===== src/rtl/gpio_edge_ctrl.sv =====
module gpio_edge_ctrl #(
  parameter int NLINES = 24,
  parameter int ADDR_W = 5
) (
  input  logic              clk,
  input  logic              rst_n,
  input  logic              bus_req,
  input  logic              bus_we,
  input  logic [ADDR_W-1:0] bus_addr,
  input  logic [31:0]       bus_wdata,
  output logic [31:0]       bus_rdata,
  output logic              bus_ready,
  input  logic [NLINES-1:0] pin_in,
  output logic [NLINES-1:0] pin_out,
  output logic [NLINES-1:0] pin_oe,
  output logic              irq
);
  localparam int WW = ADDR_W - 2;
  localparam logic [WW-1:0] W_DIR  = WW'(0);
  localparam logic [WW-1:0] W_DATA = WW'(1);
  localparam logic [WW-1:0] W_IEN  = WW'(2);
  localparam logic [WW-1:0] W_CHG  = WW'(3);
  localparam logic [WW-1:0] W_MASK = WW'(4);
  localparam logic [WW-1:0] W_TYPE = WW'(5);

  logic [NLINES-1:0] dir_q, out_q, ien_q, chg_q, wmask_q;
  logic [NLINES-1:0] sync1, sync2, prev;
  logic [NLINES-1:0] edge_hit, wd, clr_bits, data_view;
  logic [WW-1:0]     word;
  logic              hit, wr;
  logic [31:0]       rd_val;
  logic              unused_wdata;

  assign word         = bus_addr[ADDR_W-1:2];
  assign hit          = bus_req && (bus_addr[1:0] == 2'b00);
  assign wr           = hit && bus_we;
  assign wd           = bus_wdata[NLINES-1:0];
  assign unused_wdata = ^bus_wdata;
  assign edge_hit     = sync2 ^ prev;
  assign clr_bits     = (wr && word == W_CHG) ? wd : '0;
  assign data_view    = (dir_q & out_q) | (~dir_q & sync2);

  assign pin_out = out_q;
  assign pin_oe  = dir_q;
  assign irq     = |(chg_q & ien_q);

  always_comb begin
    rd_val = '0;
    if (hit) begin
      case (word)
        W_DIR:   rd_val[NLINES-1:0] = dir_q;
        W_DATA:  rd_val[NLINES-1:0] = data_view;
        W_IEN:   rd_val[NLINES-1:0] = ien_q;
        W_CHG:   rd_val[NLINES-1:0] = chg_q;
        W_MASK:  rd_val[NLINES-1:0] = wmask_q;
        W_TYPE:  rd_val[NLINES-1:0] = '1;
        default: rd_val = '0;
      endcase
    end
  end

  always_ff @(posedge clk or negedge rst_n) begin
    if (!rst_n) begin
      sync1     <= '0;
      sync2     <= '0;
      prev      <= '0;
      chg_q     <= '0;
      dir_q     <= '0;
      out_q     <= '0;
      ien_q     <= '0;
      wmask_q   <= '1;
      bus_ready <= 1'b0;
      bus_rdata <= '0;
    end else begin
      sync1     <= pin_in;
      sync2     <= sync1;
      prev      <= sync2;
      chg_q     <= (chg_q & ~clr_bits) | edge_hit;
      bus_ready <= bus_req;
      if (bus_req && !bus_we) bus_rdata <= rd_val;
      if (wr && word == W_DIR)  dir_q   <= wd;
      if (wr && word == W_DATA) out_q   <= (out_q & ~wmask_q) | (wd & wmask_q);
      if (wr && word == W_IEN)  ien_q   <= wd;
      if (wr && word == W_MASK) wmask_q <= wd;
    end
  end
endmodule


===== config.mk =====
export PLATFORM = sky130hd
export DESIGN_NAME = gpio_edge_ctrl
export DESIGN_NICKNAME = d
export VERILOG_FILES = /design/src/rtl/gpio_edge_ctrl.sv
export SDC_FILE = /design/constraint.sdc
export NUM_CORES = 1
export LEC_CHECK = 0
export BUFFER_PORTS_ARGS = -buffer_cell sky130_fd_sc_hd__clkbuf_2
export CAP_MARGIN = 0
export CORE_MARGIN = 2
export CORE_UTILIZATION = 45
export CTS_CLUSTER_DIAMETER = 30
export DETAILED_ROUTE_END_ITERATION = 6
export PLACE_DENSITY = 0.66
export SYNTH_ARGS = -nofsm -noshare
export SYNTH_HDL_FRONTEND = slang
export SYNTH_SLANG_ARGS = --single-unit

===== constraint.sdc =====
create_clock -name clk -period 2.7 [get_ports clk]
set_input_delay 0.405 -clock clk [delete_from_list [all_inputs] [get_ports clk]]
set_output_delay 0.405 -clock clk [all_outputs]
set_load 0.05 [all_outputs]

# Word level (Yosys, flattened, before mapping)

Index checks and enable logic that the tools add are counted.

Register bits: 225
Output and inout port bits: 82
Bits of input ports: 65
Word-level logic and storage cells: 43

Bitwise operators: 13
Reductions and logical operators: 12
Mux-type cells: 3
Eq/ne operators: 5

Operators by type and width:

| operator                                                              | number |
|---|---|
| 24-bit bitwise AND                                                    | 6 |
| 24-bit one-hot mux with 6 select lines                                | 1 |
| 24-bit NOT                                                            | 3 |
| 24-bit OR                                                             | 3 |
| 24-bit two-way mux                                                    | 2 |
| 24-bit OR reduction                                                   | 1 |
| 24-bit bitwise XOR                                                    | 1 |
| 1-bit logical AND                                                     | 8 |
| 3-bit by 2-bit equality test with 1-bit output, second input constant | 2 |
| 3-bit equality test, second input constant                            | 2 |
| 3-bit by 1-bit equality test with 1-bit output, second input constant | 1 |
| 3-bit logical NOT                                                     | 1 |
| 2-bit logical NOT                                                     | 1 |
| 1-bit logical NOT                                                     | 1 |

# Logic depth before layout (Yosys ltp)

Gate-level depths: netlist of the first run.

Word-level depth: 8
Depth in mapped cells: 7

# Worst setup path after synthesis of the first run

Ideal clock, no wire load.

Path type: input-to-reg
From: in bus_addr[0]
To: reg dir_q[10], in the netlist pin_oe[10]
Buffers on the path: 1
Data required time: 2.575 ns
Cell stages on the path: 5
Setup slack: 0.903 ns
Arrival: 1.672 ns
Cells stage by stage: nand4bb_4 > or2_1 > nor3_4 > buf_4 > mux2_2

Longest elaborated chain between the ends: 4

RTL lines:

| item                 | RTL line | RTL |
|---|---|---|
| start, declared      | 9        | `input logic [ADDR_W-1:0] bus_addr,` |
| 2-bit logical NOT    | 35       | `assign hit = bus_req && (bus_addr[1:0] == 2'b00);` |
| 1-bit logical AND    | 35       |  |
| 1-bit logical AND    | 36       | `assign wr = hit && bus_we;` |
| 1-bit logical AND    | 81       | `if (wr && word == W_DIR) dir_q <= wd;` |
| end signal, assigned | 81       |  |
| end, declared        | 26       | `logic [NLINES-1:0] dir_q, out_q, ien_q, chg_q, wmask_q;` |

Every way passes these cells.
A chain may end at the register's enable or synchronous reset.

# Worst setup path after layout of the first run

From: reg ien_q[22]
To: out irq

Longest elaborated chain between the ends: 2

RTL lines:

| item                   | RTL line | RTL |
|---|---|---|
| start, declared        | 26       |  |
| start signal, assigned | 83       | `if (wr && word == W_IEN) ien_q <= wd;` |
| 24-bit bitwise AND     | 45       | `assign irq = \|(chg_q & ien_q);` |
| 24-bit OR reduction    | 45       |  |
| end, declared          | 16       | `output logic irq` |

Every way passes these cells.

==> metrics, run 1 <==
placer congestion estimate=0.8203; initial core utilization=0.4612; Worst-Margin Slew=between 0.6 and 0.7 ns; Row Count=51; top cell type by total area after synthesis=dfrtp_1; Remaining DRCs=0; endpoint kind of the worst setup timing path=output port; post-CTS resize count=0; count of max-cap constraint violations=0; most frequently used flop master after synthesis=dfrtp_1; H-tree lvl count=2; post-synthesis sequential area ratio=0.6064; pin count of the biggest net entering global routing=77; clock tree from TritonCTS=built; core area=0.01953 mm2; capture point of the worst path=irq; Worst Clk Skew=roughly 0.019 ns; number of flops mapped to enable cells by yosys=0; start-to-end type of the worst setup path=reg -> out; number of filler instances in the final layout=1576; start of the worst register-to-register path=sync2[20]; starting DRC count in detailed routing=335; FFs w/ async S/R, synth=1.000; Max Clock Freq=0.4202 GHz; overall power after layout=0.009951 W; Port Buf Inserts=130; mean number of vias per cell=around 5.3; post-synthesis instance total=about 680; total I/O pin count=between 100 and 150; number of warnings issued by yosys=0; Hold/Removal Path Class=in -> reg; peak fanout along the critical path=3; master cell of the clock root buffer=clkbuf_16; type of element launching the critical path=flop; total routing resource utilization after global routing=0.2114; DIE AREA=0.02116 mm2; critical path, cell by cell=a22o_1, a221oi_1, nand4_1, clkbuf_2; share of the clock period used by the worst path=0.8813; Clock transition at path regs=0.05 ns; Congestion Overflow GR=0; path depth of the worst reg2reg path=4; area growth from synthesis to layout=29.26%; placed cell area=0.009996 mm2; result of the run=finished clean; arrival time at the worst endpoint=just under 2 ns; number of antenna violations at the first check in global routing=2; total half-perimeter wirelength after legalization and detailed placement=14370 um; highest cell delay on the worst timing path=0.39 ns; Final nets=between 900 and 1000; Vert. Die Dim=about 150 um; number of distinct standard cells referenced by the synthesized netlist=39; ratio of cells with drive above 1 in the final layout=0.3953; area used by sequential logic in the layout=0.005460 mm2; first-pass GRT wire length=between 30000 and 40000 um; cell types occupying the most area after synthesis=dfrtp_1, mux2_2, dfstp_2; Data required, critical path=2.30 ns; total clock buffers created by CTS=between 40 and 50; post-synth top area share=0.5363; later-pin clock latency in the skew report=0.52 ns; mapped cell area=0.009005 mm2; Clock Path Buffers=3; final-layout setup total negative slack=0 ns; endpoint of the worst-slack reg-to-reg timing path=bus_rdata[20]; area used by multi-input combinational logic=0.003333 mm2; Final Cell Area=0.01164 mm2; worst-case vdd ir drop=0.6411 mV; worst setup path startpoint=ien_q[22]; wire length per cell=18.93 um; power density cells=854.9 mW/mm2; clock sink count=approximately 220; max_slew headroom=0.5499; Avg Synthesized Cell Area=13.18 um2; flop and latch count out of synthesis=~220; endpoints failing setup=0; antenna-violating nets left=0; x dimension of the die=about 150 um; slack of the worst reg-to-reg path=approximately 1.4 ns; via count of the first global-routing pass=6648; slowest stage cell, crit path=dfrtp_1; final hold vios=0; first-pass iteration count of the detailed router=4; total length of routed wires=21960 um; start point of the worst min-delay path=pin_in[13]; count of vias placed by the detailed router=6193; setup repair after global routing missed its margin=false; Period minus WS final=2.380 ns; Lkg Pwr=5.317 nW; final count of pins violating max slew=0
==> report_power, final <==
part | switching [W] | total, W | internal (W)
combinational | 0.000676 | 0.00105 | 0.000374
clock | 0.00167 | 0.00517 | 0.00350
sequential | 0.000201 | 0.00373 | 0.00353
total | 0.00255 | 0.00995 | 0.00740
==> cells in the final DEF (no fill, tap or decap), types with 23 or more instances in the layout <==
cell type,netlist,final
nor2b_1,26,24
o21ai_0,28,28
a21o_1,24,24
dfrtp_1,193,193
nand2_1,75,75
clkbuf_16,0,43
mux2i_1,24,24
dfstp_2,24,24
a211oi_1,23,23
xor2_1,24,24
mux2_2,93,93
clkbuf_2,0,128
==> metrics by stage <==
stage	instances	hold WS [ns]	utilization	setup WS, ns
2_1_floorplan	690	0.1094	-	0.9030
3_3_place_gp	1060	0.3322	0.5119	0.6208
3_5_place_dp	1060	0.3356	0.5119	0.6069
4_1_cts	1158	0.00002248	0.5959	0.2703
5_1_grt	1159	0.003023	0.5960	0.2621
6_report	1160	0.01357	0.5961	0.3204
==> worst min-delay path by stage <==
| stage | depth (start not counted) | end |
|---|---|---|
| CTS | 1 | sync1[21] |
| floorplan | 0 | asynchronous set/reset pin |
| global route | 1 | sync1[13] |
| finish | 1 | sync1[13] |
| detailed placement | 0 | sync2[8] |
| global placement | 0 | sync2[8] |
==> layout make-up <==
| cell class | instances | share of cell area |
|---|---|---|
| well taps | 265 | 0.02849 |
| clock buffers | 50 | 0.09814 |
| flip-flops and latches | 217 | 0.4691 |
| multi-input cells | 425 | 0.2864 |
| clock inverters | 28 | 0.02548 |
| diodes | 2 | 0.0004300 |
| repair buffers | 173 | 0.09201 |
==> cell usage after synthesis (2+ instances only) <==
master	number
o211ai_1	19
mux2_2	93
dfrtp_1	193
nor2_1	2
buf_1	3
clkbuf_1	10
a21o_1	24
o2bb2ai_1	4
mux2i_1	24
nor2b_1	26
a211oi_1	23
dfstp_2	24
mux2_1	3
o211a_1	4
nand2_1	75
a32o_1	19
buf_4	18
a22oi_1	10
buf_2	17
xor2_1	24
o21ai_0	28
nand4_1	3
a21oi_1	21
==> repair_timing <==
| action | in CTS | in global routing |
|---|---|---|
| hold endpoints to repair | 83 | 0 |
| hold buffers | 20 | 0 |
| buffers inserted | 0 | 0 |
==> worst max-delay path: cells and delay by family, from the launching register on <==
kind | cells | cell delay, ns
AO/OA/AOI/OAI | 2 | 0.57
buffers and inverters | 1 | 0.28
flip-flops | 1 | 0.39
AND/OR/NAND/NOR | 1 | 0.21
==> routing by layer <==
metal | up-vias | track usage | part of all wire
li1 | 2825 | - | -
met1 | 3174 | 0.2698 | 0.43
met2 | 159 | 0.3597 | 0.50
met3 | 35 | 0.04357 | 0.047
met4 | 0 | 0.07500 | 0.022
met5 | - | 0 | 0
==> kinds of logic (layout without fill, tap and decap cells) <==
family                 after synthesis  in the layout  synth area share
flip-flops                         217            217            0.6064
buffers and inverters               48            251           0.02987
AND/OR/NAND/NOR                    115            115           0.06517
XOR/XNOR                            24             24           0.02334
AO/OA/AOI/OAI                      158            158            0.1281
other                                1             10         0.0004164
multiplexers                       120            120            0.1467
(Power assumes the default switching activity.)
==> run 2, diff against run 1 <==
--- a/config.mk
+++ b/config.mk
@@ -8,10 +8,10 @@
 export BUFFER_PORTS_ARGS = -buffer_cell sky130_fd_sc_hd__clkbuf_2
 export CAP_MARGIN = 0
 export CORE_MARGIN = 2
-export CORE_UTILIZATION = 45
+export CORE_UTILIZATION = 50
 export CTS_CLUSTER_DIAMETER = 30
 export DETAILED_ROUTE_END_ITERATION = 6
-export PLACE_DENSITY = 0.66
+export PLACE_DENSITY = 0.72
 export SYNTH_ARGS = -nofsm -noshare
 export SYNTH_HDL_FRONTEND = slang
 export SYNTH_SLANG_ARGS = --single-unit
==> metrics, run 2 (synthesis results as in run 1) <==
endpoint of the worst-slack reg-to-reg timing path=bus_rdata[17]; Period minus WS final=2.406 ns (+0.02663 ns); first-pass GRT wire length=36000 um (+0.64%); count of vias placed by the detailed router=6260 (+1.1%); count of non-filler cells in the finished layout=1121 (-3.4%); Hold/Removal Path Class=in -> reg; clock tree from TritonCTS=built; later-pin clock latency in the skew report=0.51 ns (about the same); Vert. Die Dim=138.2 um (-5.0%); Remaining DRCs=0 (unchanged); endpoints failing setup=0 (unchanged); Placed Cells=1027 (-3.1%); post-CTS setup repair buffer count=0 (unchanged); Max Clock Freq=0.4156 GHz (-1.1%); slack of the worst reg-to-reg path=1.37 ns (+0.02 ns); total I/O pin count=147 (unchanged); result of the run=finished clean; Final nets=924 (-0.11%); area growth from synthesis to layout=28.50%; setup repair after global routing missed its margin=false; type of element launching the critical path=flop; mean number of vias per cell=5.584 (+4.6%); Worst-Margin Slew=0.6210 ns (-0.05418 ns); max_slew headroom=0.5860 (+0.03612); core area=0.01784 mm2 (-8.6%); Port Buf Inserts=130 (unchanged); share of the clock period used by the worst path=0.8912 (+0.009864); start-to-end type of the worst setup path=reg -> out; H-tree lvl count=2 (unchanged); number of antenna violations at the first check in global routing=1 (-1); final count of pins violating max slew=0 (unchanged); count of max-cap constraint violations=0 (unchanged); Clock Path Buffers=3 (unchanged); initial core utilization=0.5047 (+0.04357); power density cells=868.4 mW/mm2 (+1.6%); commonest non-fill, non-tap cells in the layout=dfrtp_1, clkbuf_2, mux2_2, nand2_1, clkbuf_16; critical path, cell by cell=a22o_1, a221oi_1, nand4_1, clkbuf_2; wire length per cell=19.76 um (+4.4%); highest cell delay on the worst timing path=0.39 ns (about the same); final-layout setup total negative slack=0 ns (unchanged); ratio of cells with drive above 1 in the final layout=0.3917 (-0.003602); start point of the worst min-delay path=pin_in[17]; path depth of the worst reg2reg path=4 (unchanged); arrival time at the worst endpoint=2.00 ns (+0.03 ns); placer congestion estimate=0.8236 (+0.40%); pin count of the biggest net entering global routing=81 (+5.2%); first-pass iteration count of the detailed router=5 (+1); via count of the first global-routing pass=6796 (+2.2%); Worst Clk Skew=0.01295 ns (-0.005733 ns); total length of routed wires=22150 um (+0.89%); x dimension of the die=138.2 um (-5.0%); peak fanout along the critical path=3 (unchanged); Congestion Overflow GR=0 (unchanged); total clock buffers created by CTS=42 (-2.3%); antenna-violating nets left=0 (unchanged); Lkg Pwr=5.299 nW (-0.33%); Row Count=49 (-3.9%); final worst hold slack=0.009041 ns (-0.004525 ns); worst-case vdd ir drop=0.6833 mV (+6.6%); total routing resource utilization after global routing=0.2354 (+0.02398); endpoint kind of the worst setup timing path=output port; Clock transition at path regs=0.05 ns (about the same); Min-Delay Endpoint=sync1[17]; total half-perimeter wirelength after legalization and detailed placement=14410 um (+0.24%); start of the worst register-to-register path=sync2[17]; Min-Delay Path Depth=1 (unchanged); master cell of the clock root buffer=clkbuf_16; DIE AREA=0.01910 mm2 (-9.7%); starting DRC count in detailed routing=385 (+15%); clock sink count=217 (unchanged); most common library cell in the layout ignoring fill and taps=dfrtp_1; Data required, critical path=2.30 ns (about the same); post-CTS resize count=0 (unchanged); slowest stage cell, crit path=dfrtp_1; final hold vios=0 (unchanged)
==> run 2: cell count changes in the layout (fill, tap and decap cells not counted), moves of 2 or more <==
cell,change
clkinv_2,-7
buf_4,+5
clkbuf_1,+5
dlygate4sd3_1,-3
buf_12,-2
bufinv_16,+2
==> run 2: cell type report <==
| type | instances | area (um2) |
|---|---|---|
| Antenna cell | 1 | 2.502 |
| Clock buffer | 53 | 1122 |
| Clock inverter | 23 | 327.8 |
| Fill cell | 1320 | 6270 |
| Multi-Input combinational cell | 425 | 3333 |
| Sequential cell | 217 | 5460 |
| Tap cell | 229 | 286.5 |
| Timing Repair Buffer | 173 | 1039 |
==> run 2: critical path: cells and delay by family (launching register included) <==
family                 cells  cell delay (ns)
buffers and inverters      1             0.29
flip-flops                 1             0.39
AND/OR/NAND/NOR            1             0.22
AO/OA/AOI/OAI              2             0.59
==> run 2: timing repair <==
| item | 4_1_cts | 5_1_grt |
|---|---|---|
| endpoints found under the hold margin | 82 | 0 |
| endpoints found under the setup margin | 0 | 0 |
| hold buffers | 17 | 0 |
==> run 2: metal layers <==
layer / track usage / share of wire / wire length [um] / vias up
li1: - / - / - / 2819
met1: 0.2980 / 0.42 / 9279 / 3198
met4: 0.08969 / 0.023 / 502 / 0
met3: 0.05473 / 0.051 / 1137 / 48
met2: 0.3971 / 0.51 / 11230 / 195
met5: 0 / 0 / 0 / -
==> run 2: worst max-delay path by stage <==
stage                     depth (start not counted)       endpoint  slack (ns)        start
after global routing                              4            irq        0.22    ien_q[22]
after detailed placement                          6     pin_oe[16]        0.60  bus_addr[0]
after floorplan                                   5     pin_oe[10]        0.90  bus_addr[0]
final                                             4            irq        0.29    ien_q[22]
after CTS                                         4            irq        0.29    ien_q[22]
after global placement                            5  bus_rdata[22]        0.66  bus_addr[4]
==> run 2: report_power, final <==
group / leakage (nW) / internal [W] / switching, W
registers: 2.61 / 0.00353 / 0.000206
clock network: 0.692 / 0.00361 / 0.00165
logic: 2.00 / 0.000369 / 0.000682
==> run 2: through the flow <==
step	instance area, um2	setup WS (ns)	utilization	power [W]
3_5_place_dp	9948	0.6019	0.5576	0.004808
5_1_grt	11570	0.2162	0.6486	0.01040
6_report	11570	0.2937	0.6486	0.01005
2_1_floorplan	9031	0.9030	-	0.004430
4_1_cts	11570	0.2918	0.6484	0.01012
3_3_place_gp	9948	0.6565	0.5576	0.004761
